## config.mk

```make
export PLATFORM = sky130hd
export DESIGN_NAME = dbsram_ctrl
export DESIGN_NICKNAME = d
export VERILOG_FILES = /design/src/rtl/dbsram_pkg.sv /design/src/rtl/dbsram_timer.sv /design/src/rtl/dbsram_bank_dec.sv /design/src/rtl/dbsram_ctrl.sv
export SDC_FILE = /design/constraint.sdc
export NUM_CORES = 1
export LEC_CHECK = 0
export BUFFER_PORTS_ARGS = -buffer_cell sky130_fd_sc_hd__buf_2
export CORE_MARGIN = 8
export CORE_UTILIZATION = 30
export DETAILED_ROUTE_END_ITERATION = 6
export PLACE_DENSITY_LB_ADDON = 0.25
export SETUP_SLACK_MARGIN = 0.15
export SLEW_MARGIN = 5
export SYNTH_ARGS = -nofsm -noshare
export SYNTH_HDL_FRONTEND = slang
export SYNTH_HIERARCHICAL = 1
export SYNTH_SLANG_ARGS = --single-unit
export TNS_END_PERCENT = 100
```

## constraint.sdc

```tcl
create_clock -name clk -period 4.1 [get_ports clk]
set_input_delay 0.82 -clock clk [delete_from_list [all_inputs] [get_ports clk]]
set_output_delay 0.82 -clock clk [all_outputs]
set_load 0.01 [all_outputs]
```

## src/rtl/dbsram_pkg.sv

```systemverilog
`timescale 1ns/1ps
package dbsram_pkg;

    typedef enum logic [2:0] {
        ST_IDLE,
        ST_RD_ACC,
        ST_WR_SETUP,
        ST_WR_PULSE,
        ST_TURN
    } ctrl_state_t;

    // Whole clock cycles covering a minimum time, never fewer than one.
    function automatic int ns_to_cycles(input int t_ns, input int clk_ns);
        int c;
        c = (t_ns + clk_ns - 1) / clk_ns;
        return (c < 1) ? 1 : c;
    endfunction

endpackage

```

## src/rtl/dbsram_timer.sv

```systemverilog
`timescale 1ns/1ps
module dbsram_timer #(
    parameter int CNT_W = 2
) (
    input  logic             clk,
    input  logic             rst_n,
    input  logic             load,
    input  logic [CNT_W-1:0] load_val,
    output logic             done
);

    logic [CNT_W-1:0] cnt_q;

    always_ff @(posedge clk or negedge rst_n) begin
        if (!rst_n) begin
            cnt_q <= '0;
        end else if (load) begin
            cnt_q <= load_val;
        end else if (cnt_q != '0) begin
            cnt_q <= cnt_q - 1'b1;
        end
    end

    assign done = (cnt_q == '0);

endmodule

```

## src/rtl/dbsram_bank_dec.sv

```systemverilog
`timescale 1ns/1ps
module dbsram_bank_dec #(
    parameter int SEL_W = 1,
    localparam int NBANK = 1 << SEL_W
) (
    input  logic [SEL_W-1:0] bank_sel,
    input  logic             hi_bit,
    input  logic             active,
    output logic [NBANK-1:0] sel_n,
    output logic [NBANK-1:0] hi_line
);

    for (genvar b = 0; b < NBANK; b++) begin : g_bank
        logic hit;
        assign hit        = (bank_sel == SEL_W'(b));
        assign sel_n[b]   = ~(active & hit);
        assign hi_line[b] = hit & hi_bit;
    end

endmodule

```

## src/rtl/dbsram_ctrl.sv

```systemverilog
`timescale 1ns/1ps
module dbsram_ctrl
    import dbsram_pkg::*;
#(
    parameter int CLK_NS      = 5,
    parameter int T_ACCESS_NS = 10,
    parameter int T_WPULSE_NS = 8,
    parameter int T_DSETUP_NS = 6,
    parameter int T_TURN_NS   = 5,
    parameter int ADDR_W      = 17,
    parameter int DATA_W      = 16
) (
    input  logic              clk,
    input  logic              rst_n,
    input  logic              req_valid,
    input  logic              req_write,
    input  logic [ADDR_W-1:0] req_addr,
    input  logic [DATA_W-1:0] req_wdata,
    output logic              req_ack,
    output logic [DATA_W-1:0] rsp_rdata,
    output logic [ADDR_W-3:0] sram_addr,
    output logic              sram_hi0,
    output logic              sram_hi1,
    output logic              sram_sel0_n,
    output logic              sram_sel1_n,
    output logic              sram_we_n,
    output logic              sram_oe_n,
    output logic [DATA_W-1:0] sram_dq_o,
    output logic              sram_dq_drive,
    input  logic [DATA_W-1:0] sram_dq_i
);

    localparam int RD_CYC   = ns_to_cycles(T_ACCESS_NS, CLK_NS);
    localparam int WP_RAW   = ns_to_cycles(T_WPULSE_NS, CLK_NS);
    localparam int DS_RAW   = ns_to_cycles(T_DSETUP_NS, CLK_NS);
    localparam int WP_CYC   = (WP_RAW > DS_RAW) ? WP_RAW : DS_RAW;
    localparam int TURN_CYC = ns_to_cycles(T_TURN_NS, CLK_NS);
    localparam int MAX_A    = (RD_CYC > WP_CYC) ? RD_CYC : WP_CYC;
    localparam int MAX_CYC  = (MAX_A > TURN_CYC) ? MAX_A : TURN_CYC;
    localparam int CNT_W    = (MAX_CYC > 1) ? $clog2(MAX_CYC) : 1;
    localparam int LOW_W    = ADDR_W - 2;
    localparam int BANK_BIT = ADDR_W - 1;
    localparam int HI_BIT   = ADDR_W - 2;

    ctrl_state_t       state_q, state_d;
    logic              tmr_load, tmr_done;
    logic [CNT_W-1:0]  tmr_val;
    logic [ADDR_W-1:0] addr_q;
    logic [DATA_W-1:0] wdata_q, rdata_q;
    logic              ack_q, rd_recent_q;
    logic              accept, finish_rd, finish_wr, bank_active;
    logic [1:0]        sel_n, hi_line;

    assign accept    = (state_q == ST_IDLE) && req_valid && !ack_q;
    assign finish_rd = (state_q == ST_RD_ACC) && tmr_done;
    assign finish_wr = (state_q == ST_WR_PULSE) && tmr_done;

    // Next state and phase timer loads
    always_comb begin
        state_d  = state_q;
        tmr_load = 1'b0;
        tmr_val  = '0;
        unique case (state_q)
            ST_IDLE: begin
                if (accept) begin
                    if (!req_write) begin
                        state_d  = ST_RD_ACC;
                        tmr_load = 1'b1;
                        tmr_val  = CNT_W'(RD_CYC - 1);
                    end else if (rd_recent_q) begin
                        state_d  = ST_TURN;
                        tmr_load = 1'b1;
                        tmr_val  = CNT_W'(TURN_CYC - 1);
                    end else begin
                        state_d  = ST_WR_SETUP;
                    end
                end
            end
            ST_RD_ACC: begin
                if (tmr_done) state_d = ST_IDLE;
            end
            ST_TURN: begin
                if (tmr_done) state_d = ST_WR_SETUP;
            end
            ST_WR_SETUP: begin
                state_d  = ST_WR_PULSE;
                tmr_load = 1'b1;
                tmr_val  = CNT_W'(WP_CYC - 1);
            end
            ST_WR_PULSE: begin
                if (tmr_done) state_d = ST_IDLE;
            end
            default: state_d = ST_IDLE;
        endcase
    end

    // State register
    always_ff @(posedge clk or negedge rst_n) begin
        if (!rst_n) state_q <= ST_IDLE;
        else        state_q <= state_d;
    end

    // Request capture, read capture and acknowledge
    always_ff @(posedge clk or negedge rst_n) begin
        if (!rst_n) begin
            addr_q      <= '0;
            wdata_q     <= '0;
            rdata_q     <= '0;
            ack_q       <= 1'b0;
            rd_recent_q <= 1'b0;
        end else begin
            ack_q <= finish_rd | finish_wr;
            if (accept) begin
                addr_q      <= req_addr;
                wdata_q     <= req_wdata;
                rd_recent_q <= 1'b0;
            end
            if (finish_rd) begin
                rdata_q     <= sram_dq_i;
                rd_recent_q <= 1'b1;
            end
        end
    end

    // Strobe decode from the state register
    always_comb begin
        bank_active   = 1'b0;
        sram_oe_n     = 1'b1;
        sram_we_n     = 1'b1;
        sram_dq_drive = 1'b0;
        unique case (state_q)
            ST_RD_ACC: begin
                bank_active = 1'b1;
                sram_oe_n   = 1'b0;
            end
            ST_WR_SETUP: bank_active = 1'b1;
            ST_WR_PULSE: begin
                bank_active   = 1'b1;
                sram_we_n     = 1'b0;
                sram_dq_drive = 1'b1;
            end
            default: ;
        endcase
    end

    dbsram_timer #(.CNT_W(CNT_W)) u_timer (
        .clk      (clk),
        .rst_n    (rst_n),
        .load     (tmr_load),
        .load_val (tmr_val),
        .done     (tmr_done)
    );

    dbsram_bank_dec #(.SEL_W(1)) u_dec (
        .bank_sel (addr_q[BANK_BIT]),
        .hi_bit   (addr_q[HI_BIT]),
        .active   (bank_active),
        .sel_n    (sel_n),
        .hi_line  (hi_line)
    );

    assign sram_sel0_n = sel_n[0];
    assign sram_sel1_n = sel_n[1];
    assign sram_hi0    = hi_line[0];
    assign sram_hi1    = hi_line[1];
    assign sram_addr   = addr_q[LOW_W-1:0];
    assign sram_dq_o   = wdata_q;
    assign req_ack     = ack_q;
    assign rsp_rdata   = rdata_q;

    // Strobe run-length counters used by the checks below
    logic [CNT_W:0] oe_run_q, we_run_q;
    always_ff @(posedge clk or negedge rst_n) begin
        if (!rst_n) begin
            oe_run_q <= '0;
            we_run_q <= '0;
        end else begin
            if (sram_oe_n)              oe_run_q <= '0;
            else if (oe_run_q != '1)    oe_run_q <= oe_run_q + 1'b1;
            if (sram_we_n)              we_run_q <= '0;
            else if (we_run_q != '1)    we_run_q <= we_run_q + 1'b1;
        end
    end

    assert_single_bank_R2: assert property (@(posedge clk) disable iff (!rst_n)
        $onehot0(~{sram_sel1_n, sram_sel0_n}));

    assert_addr_stable_R3: assert property (@(posedge clk) disable iff (!rst_n)
        (!(sram_sel0_n & sram_sel1_n) && $past(!(sram_sel0_n & sram_sel1_n)))
        |-> ($stable(sram_addr) && $stable(sram_hi0) && $stable(sram_hi1)));

    assert_read_width_R4: assert property (@(posedge clk) disable iff (!rst_n)
        $rose(sram_oe_n) |-> (oe_run_q >= (CNT_W+1)'(RD_CYC)));

    assert_write_width_R5: assert property (@(posedge clk) disable iff (!rst_n)
        $rose(sram_we_n) |-> (we_run_q >= (CNT_W+1)'(WP_CYC)));

    assert_no_oe_in_write_R5: assert property (@(posedge clk) disable iff (!rst_n)
        !sram_we_n |-> sram_oe_n);

    assert_release_on_rise_R6: assert property (@(posedge clk) disable iff (!rst_n)
        $rose(sram_we_n) |-> !sram_dq_drive);

    assert_ack_pulse_R8: assert property (@(posedge clk) disable iff (!rst_n)
        req_ack |=> !req_ack);

endmodule

```

-- After elaboration in Yosys (flattened, before gate mapping)
Index checks and enable logic that the tools add are counted.
Widths: inputs -> output; s select.
- register bits: 55
- bits of input ports: 53
- output and inout bits: 55
- add/sub/neg operators: 1
- equal/unequal tests: 7
- mux-type cells: 21
- bitwise logic cells: 9
- reduce and logical (&&, ||, !) cells: 10
- operators with widths (operator ; count):
    $mux 3 ; 5
    $mux 1 ; 13
    $pmux 3 s4 ; 1
    $eq 3x2->1 const B ; 2
    $ne 2x2->1 const B ; 3
    $and 1x1->1 ; 4
    $logic_and 1x1->1 ; 4
    $not 1->1 ; 4
    $pmux 1 s2 ; 2
    $eq 3x1->1 const B ; 1
    $eq 3x3->1 const B ; 1
    $logic_not 3->1 ; 1
    $reduce_and 3->1 ; 1
    $reduce_or 3->1 ; 1
    $reduce_bool 2->1 ; 1
    $reduce_or 2->1 ; 1
    $logic_not 1->1 ; 1
    $or 1x1->1 ; 1
    $sub 1x1->1 const B ; 1

-- Logic depth before layout (Yosys ltp)
Gate-level depths: netlist of run 1.
- word-level depth: 6
- mapped depth: 6

-- Cells and area by module
The synthesis of run 1 kept the hierarchy.
- by module, submodules not included (module ; times used ; cells an instance ; area each (um^2)):
    dbsram_ctrl ; 1 ; 155 ; 2267.2
    dbsram_timer ; 1 ; 3 ; 35.0
    dbsram_bank_dec ; 1 ; 4 ; 22.5

-- Least setup slack after synthesis of run 1
Ideal clock, no wire load.
- path kind: input to register
- start point: in req_valid
- end point: reg addr_q[0]
- library setup time: 0.125 ns
- data arrival time: 1.788 ns
- data required time: 3.975 ns
- slack: 2.187 ns
- cell stages on the path: 4
- cell sequence: nand2b_1 > nor4_4 > buf_6 > mux2_2
- cells in the longest elaborated chain, start to end: 2
- ends and longest elaborated chain (item ; RTL line ; RTL):
    start: declaration ; dbsram_ctrl.sv:15 ; input logic req_valid,
    $logic_and 1x1->1 (2 in series) ; dbsram_ctrl.sv:54 ; assign accept = (state_q == ST_IDLE) && req_valid && !ack_q;
    end signal: assignment ; dbsram_ctrl.sv:114 ; addr_q <= req_addr;
    end: declaration ; dbsram_ctrl.sv:48 ; logic [ADDR_W-1:0] addr_q;
No other way between the ends.
A chain may end at the register's enable or synchronous reset.

-- Final worst setup path of run 1
- start point: reg state_q[0]
- end point: out sram_we_n
- cells in the longest elaborated chain, start to end: 2
- ends and longest elaborated chain (item ; RTL line ; RTL):
    start: declaration ; dbsram_ctrl.sv:45 ; ctrl_state_t state_q, state_d;
    start signal: assignment ; dbsram_ctrl.sv:100 ; else state_q <= state_d;
    $eq 3x2->1 ; dbsram_ctrl.sv:131 ; unique case (state_q)
    $mux 1 ; dbsram_ctrl.sv:131 ;
    end: declaration ; dbsram_ctrl.sv:26 ; output logic sram_we_n,
No other way between the ends.

==> qor.yml, run 1 <==
drt:
  drc: 0
  dr_total_vias: 1521
  drt-total-wl_um: 5140
  initialDrtViolationCount: 53
  avgRoutedWirePerCell_um: 14.4
  drt-pass1-iter-count: 4
  ant_nets: 0
  viasPerCell: 4.25
die:
  chipWidth_um: 104
  dieArea_um2: 10800
  core_area_um2: 7610
  die_h_um: 104
  initial_core_util: 0.306
  boundaryPins: 108
  rows: 32
sta:
  timing.final.crit_share: 0.550
  setup_tns_ns: 0
  setup_ws_ns: 1.84
  finalSetupViolCount: 0
  hold_violations: 0
  fin_skew_ns: 0.00844
  fmax_mhz: 443
  slew_headroom: 0.506
  fin_crit_ns: 2.26
  finalMaxSlewViolations: 0
  tightest_slew_ns: 0.741
  rsz0062_at_grt: "no"
cts:
  path_clk_slew_ns: 0.10
  cts.path.max_buffers: 2
  post-cts-setup-buffers: 0
  clock_latency_ns: 0.30
  cts_tree: "yes"
  ctsHoldBuffers: 0
  cts-resized-gates: 0
  cts_buffers: 5
  clockRootBuffer: "clkbuf_8"
  clock-sinks: 55
  cts-htree-levels: 2
worst_setup_path:
  critPathBufInv: 2
  cp_max_fo: 8
  crit_required_ns: 3.28
  worst_ep_arrival_time_ns: 1.44
  endpoint_kind: "output port"
  crit_type: "flip-flop to output port"
  crit_family: "flip-flops"
  critPathSlowestCell: "dfrtp_1"
  crit_chain: "nor2b_1 > and2_1 > inv_1 > buf_2"
  cp_slowest_stage_delay_ns: 0.52
  cp-start-kind: "flip-flop"
global_routing:
  first_global_vias: 1740
  grt_first_pass_wirelength_um: 8890
  grt_max_degree: 35
  antenna_found_initial: 0
  grt.overflow.total: 0
  grt_usage: 0.0986
placement:
  dp_hpwl_um: 4010
  portBuffers: 107
  pre_cts_slack_ns: 1.66
  gp_congestion: 0.685
logic_synthesis:
  synth_warnings: 6
  synth-edff-count: 0
  yosysTopAreaCell: "dfrtp_1"
  ys_types: 25
  ys_ff_latch: 55
  synthArstFlopShare: 1.00
  syn_avg_cell_area_um2: 14.4
  yosysSeqAreaShare: 0.592
  syn-num-nets: 215
  synthCells: 162
  synth_area_um2: 2320
  synth_flop_cell: "dfrtp_1"
  yosys.area.top_type_share: 0.592
  yosys-top-cells-area: "dfrtp_1 59%, mux2_2 22%, buf_4 5.2%"
finish:
  syn_to_final_growth_pct: 25.6
  nets: 308
  final-seq-area_um2: 1380
  n_fill_cell: 782
  multiInputGateArea_um2: 751
  drive_gt1_frac: 0.633
  num_antenna_cells: 0
flow_run:
  drv_cap: 0
pwr:
  power_mw: 2.30
  vdd_ir_drop_max_mv: 0.352
  powerDensity_nw_per_um2: 789
  p_leak_nw: 1.41
outcome:
  status: "finished clean"
hold_path:
  hp-class: "primary input to async pin"
## where the power goes
part,switching (mW),internal (mW)
clock network,0.171,0.139
registers,0.152,0.817
logic,0.479,0.546
## cells in the mapped netlist (2+ instances only)
library cell	count
nand2b_1	4
nor2b_1	3
buf_6	4
buf_4	16
dfrtp_1	55
buf_2	2
a31oi_1	2
a21oi_1	3
inv_1	5
and2_1	4
mux2_2	45
nor2_1	3
mux2_1	4
## per-stage QoR
step	instances	cell area (um2)	utilization	hold WS (ns)
CTS	358	2920	0.384	0.483
global placement	350	2820	0.371	0.465
detailed placement	350	2820	0.371	0.474
floorplan	162	2320	-	0.482
global route	358	2920	0.384	0.486
finish	358	2920	0.384	0.466
## flip-flops by register name, indices dropped and copies added, names as in the netlist
register	count
state_q	3
rd_recent_q	1
addr_q	17
sram_dq_o	16
req_ack	1
u_timer/cnt_q	1
rsp_rdata	16
## cells by family after synthesis
family | synth area share
mux | 0.237
flops | 0.592
compound gates | 0.0280
simple gates | 0.0576
buf+inv | 0.0850
## metal layers
layer	global-route usage	up-vias	part of all wire
li1	-	719	-
met1	0.109	732	0.41
met2	0.163	62	0.48
met3	0.0483	8	0.10
met4	0.0310	0	0.011
met5	0	-	0
## cell type report
class	instances	area share
inverters	5	0.00643
flip-flops and latches	55	0.471
clock buffers	7	0.0296
repair buffers	109	0.189
well taps	102	0.0437
clock inverters	1	0.00300
multi-input cells	79	0.257
## cell usage in the layout, fill, tap and decap left out
| cell type | Yosys | routed |
|---|---|---|
| a21boi_0 | 1 | 1 |
| a21o_1 | 1 | 1 |
| a21oi_1 | 3 | 3 |
| a31oi_1 | 2 | 2 |
| and2_1 | 4 | 4 |
| and3b_1 | 1 | 1 |
| buf_2 | 2 | 107 |
| buf_4 | 16 | 2 |
| clkbuf_1 | 1 | 1 |
| clkbuf_8 | 0 | 6 |
| clkinv_4 | 0 | 1 |
| dfrtp_1 | 55 | 55 |
| inv_1 | 5 | 5 |
| mux2_1 | 4 | 4 |
| mux2_2 | 45 | 45 |
| nand2_1 | 1 | 1 |
| nand2b_1 | 4 | 4 |
| nor2_1 | 3 | 3 |
| nor2b_1 | 3 | 3 |
| nor3_1 | 1 | 1 |
| nor3b_1 | 1 | 1 |
| nor4_4 | 1 | 1 |
| o21a_1 | 1 | 1 |
| o21bai_1 | 1 | 1 |
| o31ai_1 | 1 | 1 |
| or4_1 | 1 | 1 |
## final timing paths
path	startpoint	cells past startpoint	end	slack, ns
worst max-delay path	state_q[0]	4	sram_we_n	1.84
worst min-delay path	rst_n	1	addr_q[6]	0.47
worst max register to register	state_q[2]	3	sram_dq_o[0]	2.07
worst min register to register	sram_dq_o[3]	1	sram_dq_o[3]	0.49
max in group asynchronous	rst_n	2	sram_dq_o[4]	2.81
min in group clk	sram_dq_o[3]	1	sram_dq_o[3]	0.49
Power figures use the tool's default switching activity.
==> inputs of run 2 (changes only) <==
==> constraint.sdc (replaced) <==
create_clock -name clk -period 2 [get_ports clk]
set_input_delay 0.4 -clock clk [delete_from_list [all_inputs] [get_ports clk]]
set_output_delay 0.4 -clock clk [all_outputs]
set_load 0.01 [all_outputs]
==> run 2 against run 1 <==
- register-to-register slack worse by 1.8 ns
- first-iteration DRC count up 64%
- via count down 1.2%
- sequential power up 100%
- wire length down 1.1%
- worst hold slack worse by 0.44 ns
- power up 110%
- critical path type unchanged
- largest power group unchanged
- highest routed layer unchanged
==> qor.yml, run 2 (synthesis gave the netlist of run 1 again) <==
outcome:
  status: "finished clean"
finish:
  final_common_cell: "buf_2"
  top_register: "addr_q"
  nets: 310  # +0.65%
  layout.cells.non_filler: 359  # +0.28%
  largest_reg_flops: 17  # unchanged
  drive_gt1_frac: 0.646  # +0.0131
  most-common-layout-cells: "107 x buf_2, 53 x dfrtp_1, 45 x mux2_2, 5 x inv_1, 5 x clkbuf_8"
  syn_to_final_growth_pct: 27.3
  num_antenna_cells: 0  # unchanged
worst_setup_path:
  r2r-end: "sram_dq_o[8]"
  critPathSlowestCell: "dfrtp_1"
  cp_max_fo: 11  # +3
  crit_chain: "nor2b_2 > and2_1 > inv_1 > buf_2"
  rr_startpoint: "state_q[2]"
  cp_slowest_stage_delay_ns: 0.53  # about the same
  cp-start-kind: "flip-flop"
  endpoint_kind: "output port"
  worst_ep_arrival_time_ns: 1.36  # -0.08 ns
  crit_required_ns: 1.60  # -1.68 ns
  r2r_slack_ns: 0.30  # -1.77 ns
  crit_type: "flip-flop to output port"
  reg2regPathDepth: 3  # unchanged
placement:
  dp.cells: 352  # +0.57%
  gp_congestion: 0.690  # +0.69%
  portBuffers: 107  # unchanged
  dp_hpwl_um: 4000  # -0.32%
sta:
  setup_tns_ns: 0  # unchanged
  slew_headroom: 0.706  # +0.199
  finalMaxSlewViolations: 0  # unchanged
  fin_crit_ns: 1.76
  fin_skew_ns: 0.00362  # -0.00482 ns
  timing.final.crit_share: 0.882
  hold_slack_ns: 0.0276  # -0.438 ns
  tightest_slew_ns: 0.441  # -0.299 ns
  hold_violations: 0  # unchanged
  finalSetupViolCount: 0  # unchanged
  rsz0062_at_grt: "yes"
  fmax_mhz: 567
global_routing:
  grt_first_pass_wirelength_um: 8440  # -5.1%
  first_global_vias: 1634  # -6.1%
  grt.overflow.total: 0  # unchanged
  grt_max_degree: 38  # +8.6%
  grt_usage: 0.0951  # -0.00351
  antenna_found_initial: 0  # unchanged
cts:
  clock-sinks: 55  # unchanged
  cts-htree-levels: 2  # unchanged
  clockRootBuffer: "clkbuf_8"
  clock_latency_ns: 0.30  # about the same
  cts_buffers: 5  # unchanged
  cts_tree: "yes"
  path_clk_slew_ns: 0.09  # about the same
  cts.path.max_buffers: 2  # unchanged
  post-cts-setup-buffers: 0  # unchanged
hold_path:
  hp-class: "primary input to async pin"
die:
  rows: 32  # unchanged
  die_h_um: 104  # unchanged
  boundaryPins: 108  # unchanged
  chipWidth_um: 104  # unchanged
  initial_core_util: 0.306  # unchanged
  dieArea_um2: 10800  # unchanged
  core_area_um2: 7610  # unchanged
drt:
  drc: 0  # unchanged
  dr_total_vias: 1503  # -1.2%
  avgRoutedWirePerCell_um: 14.2  # -1.3%
  drt-total-wl_um: 5090  # -1.1%
  viasPerCell: 4.19  # -1.5%
  initialDrtViolationCount: 87  # +64%
  drt-pass1-iter-count: 4  # unchanged
  ant_nets: 0  # unchanged
pwr:
  power_mw: 4.83  # +110%
  p_leak_nw: 1.42  # +1.1%
  vdd_ir_drop_max_mv: 0.642  # +82%
  powerDensity_nw_per_um2: 1630  # +110%
flow_run:
  drv_cap: 0  # unchanged
## run 2: changes by cell type in the layout (fill, tap and decap cells not counted), sizes merged
cell,before,now
buf,109,111
clkbuf,7,6
bufinv,0,1
clkinv,1,0
## run 2: how the worst max path moves through the flow
stage	from	to	slack (ns)
final	state_q[2]	sram_we_n	0.24
after global routing	state_q[2]	sram_we_n	0.12
after CTS	state_q[0]	sram_we_n	0.15
after detailed placement	state_q[2]	sram_dq_o[8]	0.30
after global placement	state_q[2]	addr_q[6]	0.35
after floorplan	state_q[2]	addr_q[0]	0.35
## run 2: through the flow
stage / cell area [um2] / util / worst slack (ns)
after global placement: 2850 / 0.375 / 0.347
after floorplan: 2320 / - / 0.347
after CTS: 2950 / 0.388 / 0.152
final: 2960 / 0.389 / 0.235
after global routing: 2960 / 0.389 / 0.116
after detailed placement: 2850 / 0.375 / 0.301
## run 2: what timing repair did
action / CTS / global route
endpoints found under the setup margin: 0 / 4
hold buffers: 0 / 0
gates resized for setup: 0 / 3
## run 2: power breakdown
group | leakage, nW | internal [mW] | switching [mW]
Clock | 0.0513 | 0.367 | 0.335
Combinational | 0.724 | 1.15 | 0.998
Sequential | 0.649 | 1.68 | 0.301
## run 2: worst max-delay path: cells and delay by family (launching register included)
kind	cells	cell delay [ns]
flip-flops	1	0.53
buffers and inverters	2	0.17
AND/OR/NAND/NOR	2	0.37
## run 2: layer usage
metal  global-route usage  share of wire
met2                0.155           0.48
met5                    0              0
met4               0.0321          0.016
met3               0.0471          0.095
met1                0.105           0.41
## run 2: cell type report
type | count | area, um2
clock buffer | 6 | 72.6
fill | 757 | 4650
timing repair buffer | 111 | 578
clock inverter | 1 | 30.0
tap | 102 | 128
multi-input combinational | 79 | 753
inverter | 5 | 18.8
sequential | 55 | 1380
==> inputs of run 3 (changes only) <==
--- a/config.mk
+++ b/config.mk
@@ -5,6 +5,7 @@
 export SDC_FILE = /design/constraint.sdc
 export NUM_CORES = 1
 export LEC_CHECK = 0
+export ABC_AREA = 1
 export BUFFER_PORTS_ARGS = -buffer_cell sky130_fd_sc_hd__buf_2
 export CORE_MARGIN = 8
 export CORE_UTILIZATION = 30
==> run 3 against run 2 <==
- maximum frequency is 1.6% higher
- final cell count increased by 33%
- register-to-register slack better by 0.07 ns
- via count is 29% higher
- sequential share of layout area shrank 0.61 points
- power fell by 5.7%
- combinational power shrank 6%
- clock power is 14% lower
- clock-buffer cell count unchanged
- synthesized cell count increased by 73%
- clock skew grew 0.0016 ns
- non-clock buffer count is 1 lower
- highest routed layer unchanged
==> qor.yml, run 3 <==
sta:
  fmax_mhz: 576  # +1.6%
  fin_crit_ns: 1.74  # -0.0280 ns
  rsz0062_at_grt: "no"
  fin_skew_ns: 0.00525  # +0.00163 ns
  hold_violations: 0  # unchanged
  finalMaxSlewViolations: 0  # unchanged
  slew_headroom: 0.643  # -0.0627
  setup_ws_ns: 0.263  # +0.0280 ns
  timing.final.crit_share: 0.869  # -0.0140
  tightest_slew_ns: 0.535  # +0.0932 ns
  setup_tns_ns: 0  # unchanged
  finalSetupViolCount: 0  # unchanged
  hold_slack_ns: 0.0446  # +0.0170 ns
worst_setup_path:
  worst_ep_arrival_time_ns: 1.34  # -0.02 ns
  rr_startpoint: "state_q[2]"
  crit_type: "flip-flop to output port"
  reg2regPathDepth: 6  # +3
  endpoint_kind: "output port"
  crit_required_ns: 1.60  # about the same
  cp-start-kind: "flip-flop"
  cp_max_fo: 6  # -5
  r2r-end: "addr_q[5]"
  r2r_slack_ns: 0.37  # +0.07 ns
global_routing:
  first_global_vias: 2058  # +26%
  grt_usage: 0.105  # +0.00950
  grt_max_degree: 37  # -2.6%
  grt_first_pass_wirelength_um: 9650  # +14%
  grt.overflow.total: 0  # unchanged
  antenna_found_initial: 0  # unchanged
die:
  dieArea_um2: 11100  # +2.2%
  die_h_um: 105  # +1.1%
  core_area_um2: 7730  # +1.6%
  chipWidth_um: 105  # +1.1%
  boundaryPins: 108  # unchanged
  initial_core_util: 0.309  # +0.00302
  rows: 32  # unchanged
cts:
  clock-sinks: 55  # unchanged
  cts_buffers: 5  # unchanged
  post-cts-setup-buffers: 0  # unchanged
  cts.path.max_buffers: 2  # unchanged
  clockRootBuffer: "clkbuf_8"
  path_clk_slew_ns: 0.09  # about the same
  cts_tree: "yes"
  ctsHoldBuffers: 0  # unchanged
  cts-htree-levels: 2  # unchanged
  clock_latency_ns: 0.30  # about the same
logic_synthesis:
  ys_ff_latch: 55  # unchanged
  synth_flop_cell: "dfrtp_1"
  syn_avg_cell_area_um2: 8.49  # -41%
  synth_area_um2: 2380  # +2.6%
  synth-edff-count: 0  # unchanged
  syn-num-nets: 334  # +55%
  yosysTopAreaCell: "dfrtp_1"
  yosysMostFrequentCell: "nand2_1"
  yosys.area.top_type_share: 0.577  # -0.0149
  ys_types: 17  # -32%
  synthCells: 281  # +73%
  yosysSeqAreaShare: 0.577  # -0.0149
  synthArstFlopShare: 1.00  # unchanged
  synth_common_cells: "135 x nand2_1, 55 x dfrtp_1, 31 x inv_1, 18 x buf_4, 10 x o21ai_0"
  yosys-top-cells-area: "dfrtp_1 58%, nand2_1 21%, buf_4 5.7%"
  synth_warnings: 6  # unchanged
placement:
  gp_congestion: 0.752  # +9.0%
  pre_cts_slack_ns: 0.331  # +0.0297 ns
  dp_hpwl_um: 4430  # +11%
  portBuffers: 107  # unchanged
finish:
  syn_to_final_growth_pct: 25.6
  top_register: "addr_q"
  most-common-layout-cells: "135 x nand2_1, 107 x buf_2, 54 x dfrtp_1, 31 x inv_1, 10 x o21ai_0"
  nets: 427  # +38%
  drive_gt1_frac: 0.337  # -0.309
  final_common_cell: "nand2_1"
  largest_reg_flops: 17  # unchanged
  num_antenna_cells: 0  # unchanged
drt:
  drc: 0  # unchanged
  dr_total_vias: 1946  # +29%
  drt-pass1-iter-count: 4  # unchanged
  drt-total-wl_um: 5730  # +13%
  viasPerCell: 4.09  # -2.4%
  initialDrtViolationCount: 41  # -53%
  ant_nets: 0  # unchanged
  avgRoutedWirePerCell_um: 12.0  # -15%
pwr:
  clkPwrFrac: 0.132  # -0.013
  powerDensity_nw_per_um2: 1520  # -6.9%
  seqPwrFrac: 0.423  # +0.013
  combinationalPowerShare: 0.445  # about the same
  vdd_ir_drop_max_mv: 0.549  # -14%
  p_leak_nw: 1.80  # +26%
  p_sw_frac: 0.410  # +0.0715
  p_switching_mw: 1.87  # +14%
  p_int_mw: 2.69  # -16%
outcome:
  status: "finished clean"
hold_path:
  hp-class: "primary input to async pin"
flow_run:
  drv_cap: 0  # unchanged
==> run 3: area by class of cell <==
type                    count  area (um2)
clock buffers               6        82.6
clock inverters             1        5.00
fillers                   841        4730
inverters                  32         120
multi-input cells         170         712
flip-flops and latches     55        1380
well taps                 102         128
repair buffers            110         571
==> run 3: worst max-delay path by stage <==
| stage | start | end | slack, ns | cells past startpoint |
|---|---|---|---|---|
| 2_1_floorplan | state_q[2] | sram_we_n | 0.54 | 4 |
| 3_3_place_gp | state_q[2] | sram_dq_o[11] | 0.36 | 6 |
| 3_5_place_dp | state_q[2] | addr_q[13] | 0.33 | 6 |
| 4_1_cts | state_q[2] | sram_we_n | 0.17 | 5 |
| 5_1_grt | state_q[1] | sram_sel0_n | 0.16 | 6 |
| 6_report | state_q[2] | sram_we_n | 0.26 | 5 |
==> run 3: critical path: stages (launching register included) <==
cell and delay, ns:
dfrtp_2 0.47, nor2_2 0.17, inv_1 0.09, nor2_2 0.12
inv_1 0.05, buf_2 0.13
==> run 3: routing by layer <==
metal	track usage	share of wire	vias to the layer above
li1	-	-	1002
met4	0.0245	0.0066	0
met3	0.0577	0.10	4
met2	0.161	0.44	75
met1	0.124	0.45	865
met5	0	0	-
==> run 3: logic make-up (layout without fill, tap and decap cells) <==
kind of cell | Yosys count | in the layout | synth area share
buffers and inverters | 56 | 149 | 0.127
DFF | 55 | 55 | 0.577
AOI/OAI and AO/OA | 18 | 18 | 0.0388
and+or+nand+nor | 152 | 152 | 0.257
==> run 3: per-stage QoR <==
stage | std cells | total power [mW] | utilization | area, um2
4_1_cts | 476 | 4.68 | 0.387 | 2990
3_3_place_gp | 469 | 3.99 | 0.375 | 2900
2_1_floorplan | 281 | 3.42 | - | 2380
6_report | 476 | 4.55 | 0.388 | 3000
5_1_grt | 476 | 5.03 | 0.388 | 3000
3_5_place_dp | 469 | 4.04 | 0.375 | 2900
==> run 3: repair_timing <==
item / 4_1_cts / 5_1_grt
pin swaps: 0 / 0
hold endpoints to repair: 0 / 0
setup endpoints to repair: 2 / 4
gates resized for setup: 1 / 3
==> run 3: power by group through the flow <==
stage / logic, mW / registers (mW) / clock network [mW]
finish: 2.03 / 1.93 / 0.601
global route: 2.34 / 2.00 / 0.691
CTS: 2.10 / 1.93 / 0.648
detailed placement: 2.10 / 1.95 / 0
global placement: 2.04 / 1.95 / 0
floorplan: 1.34 / 2.08 / 0
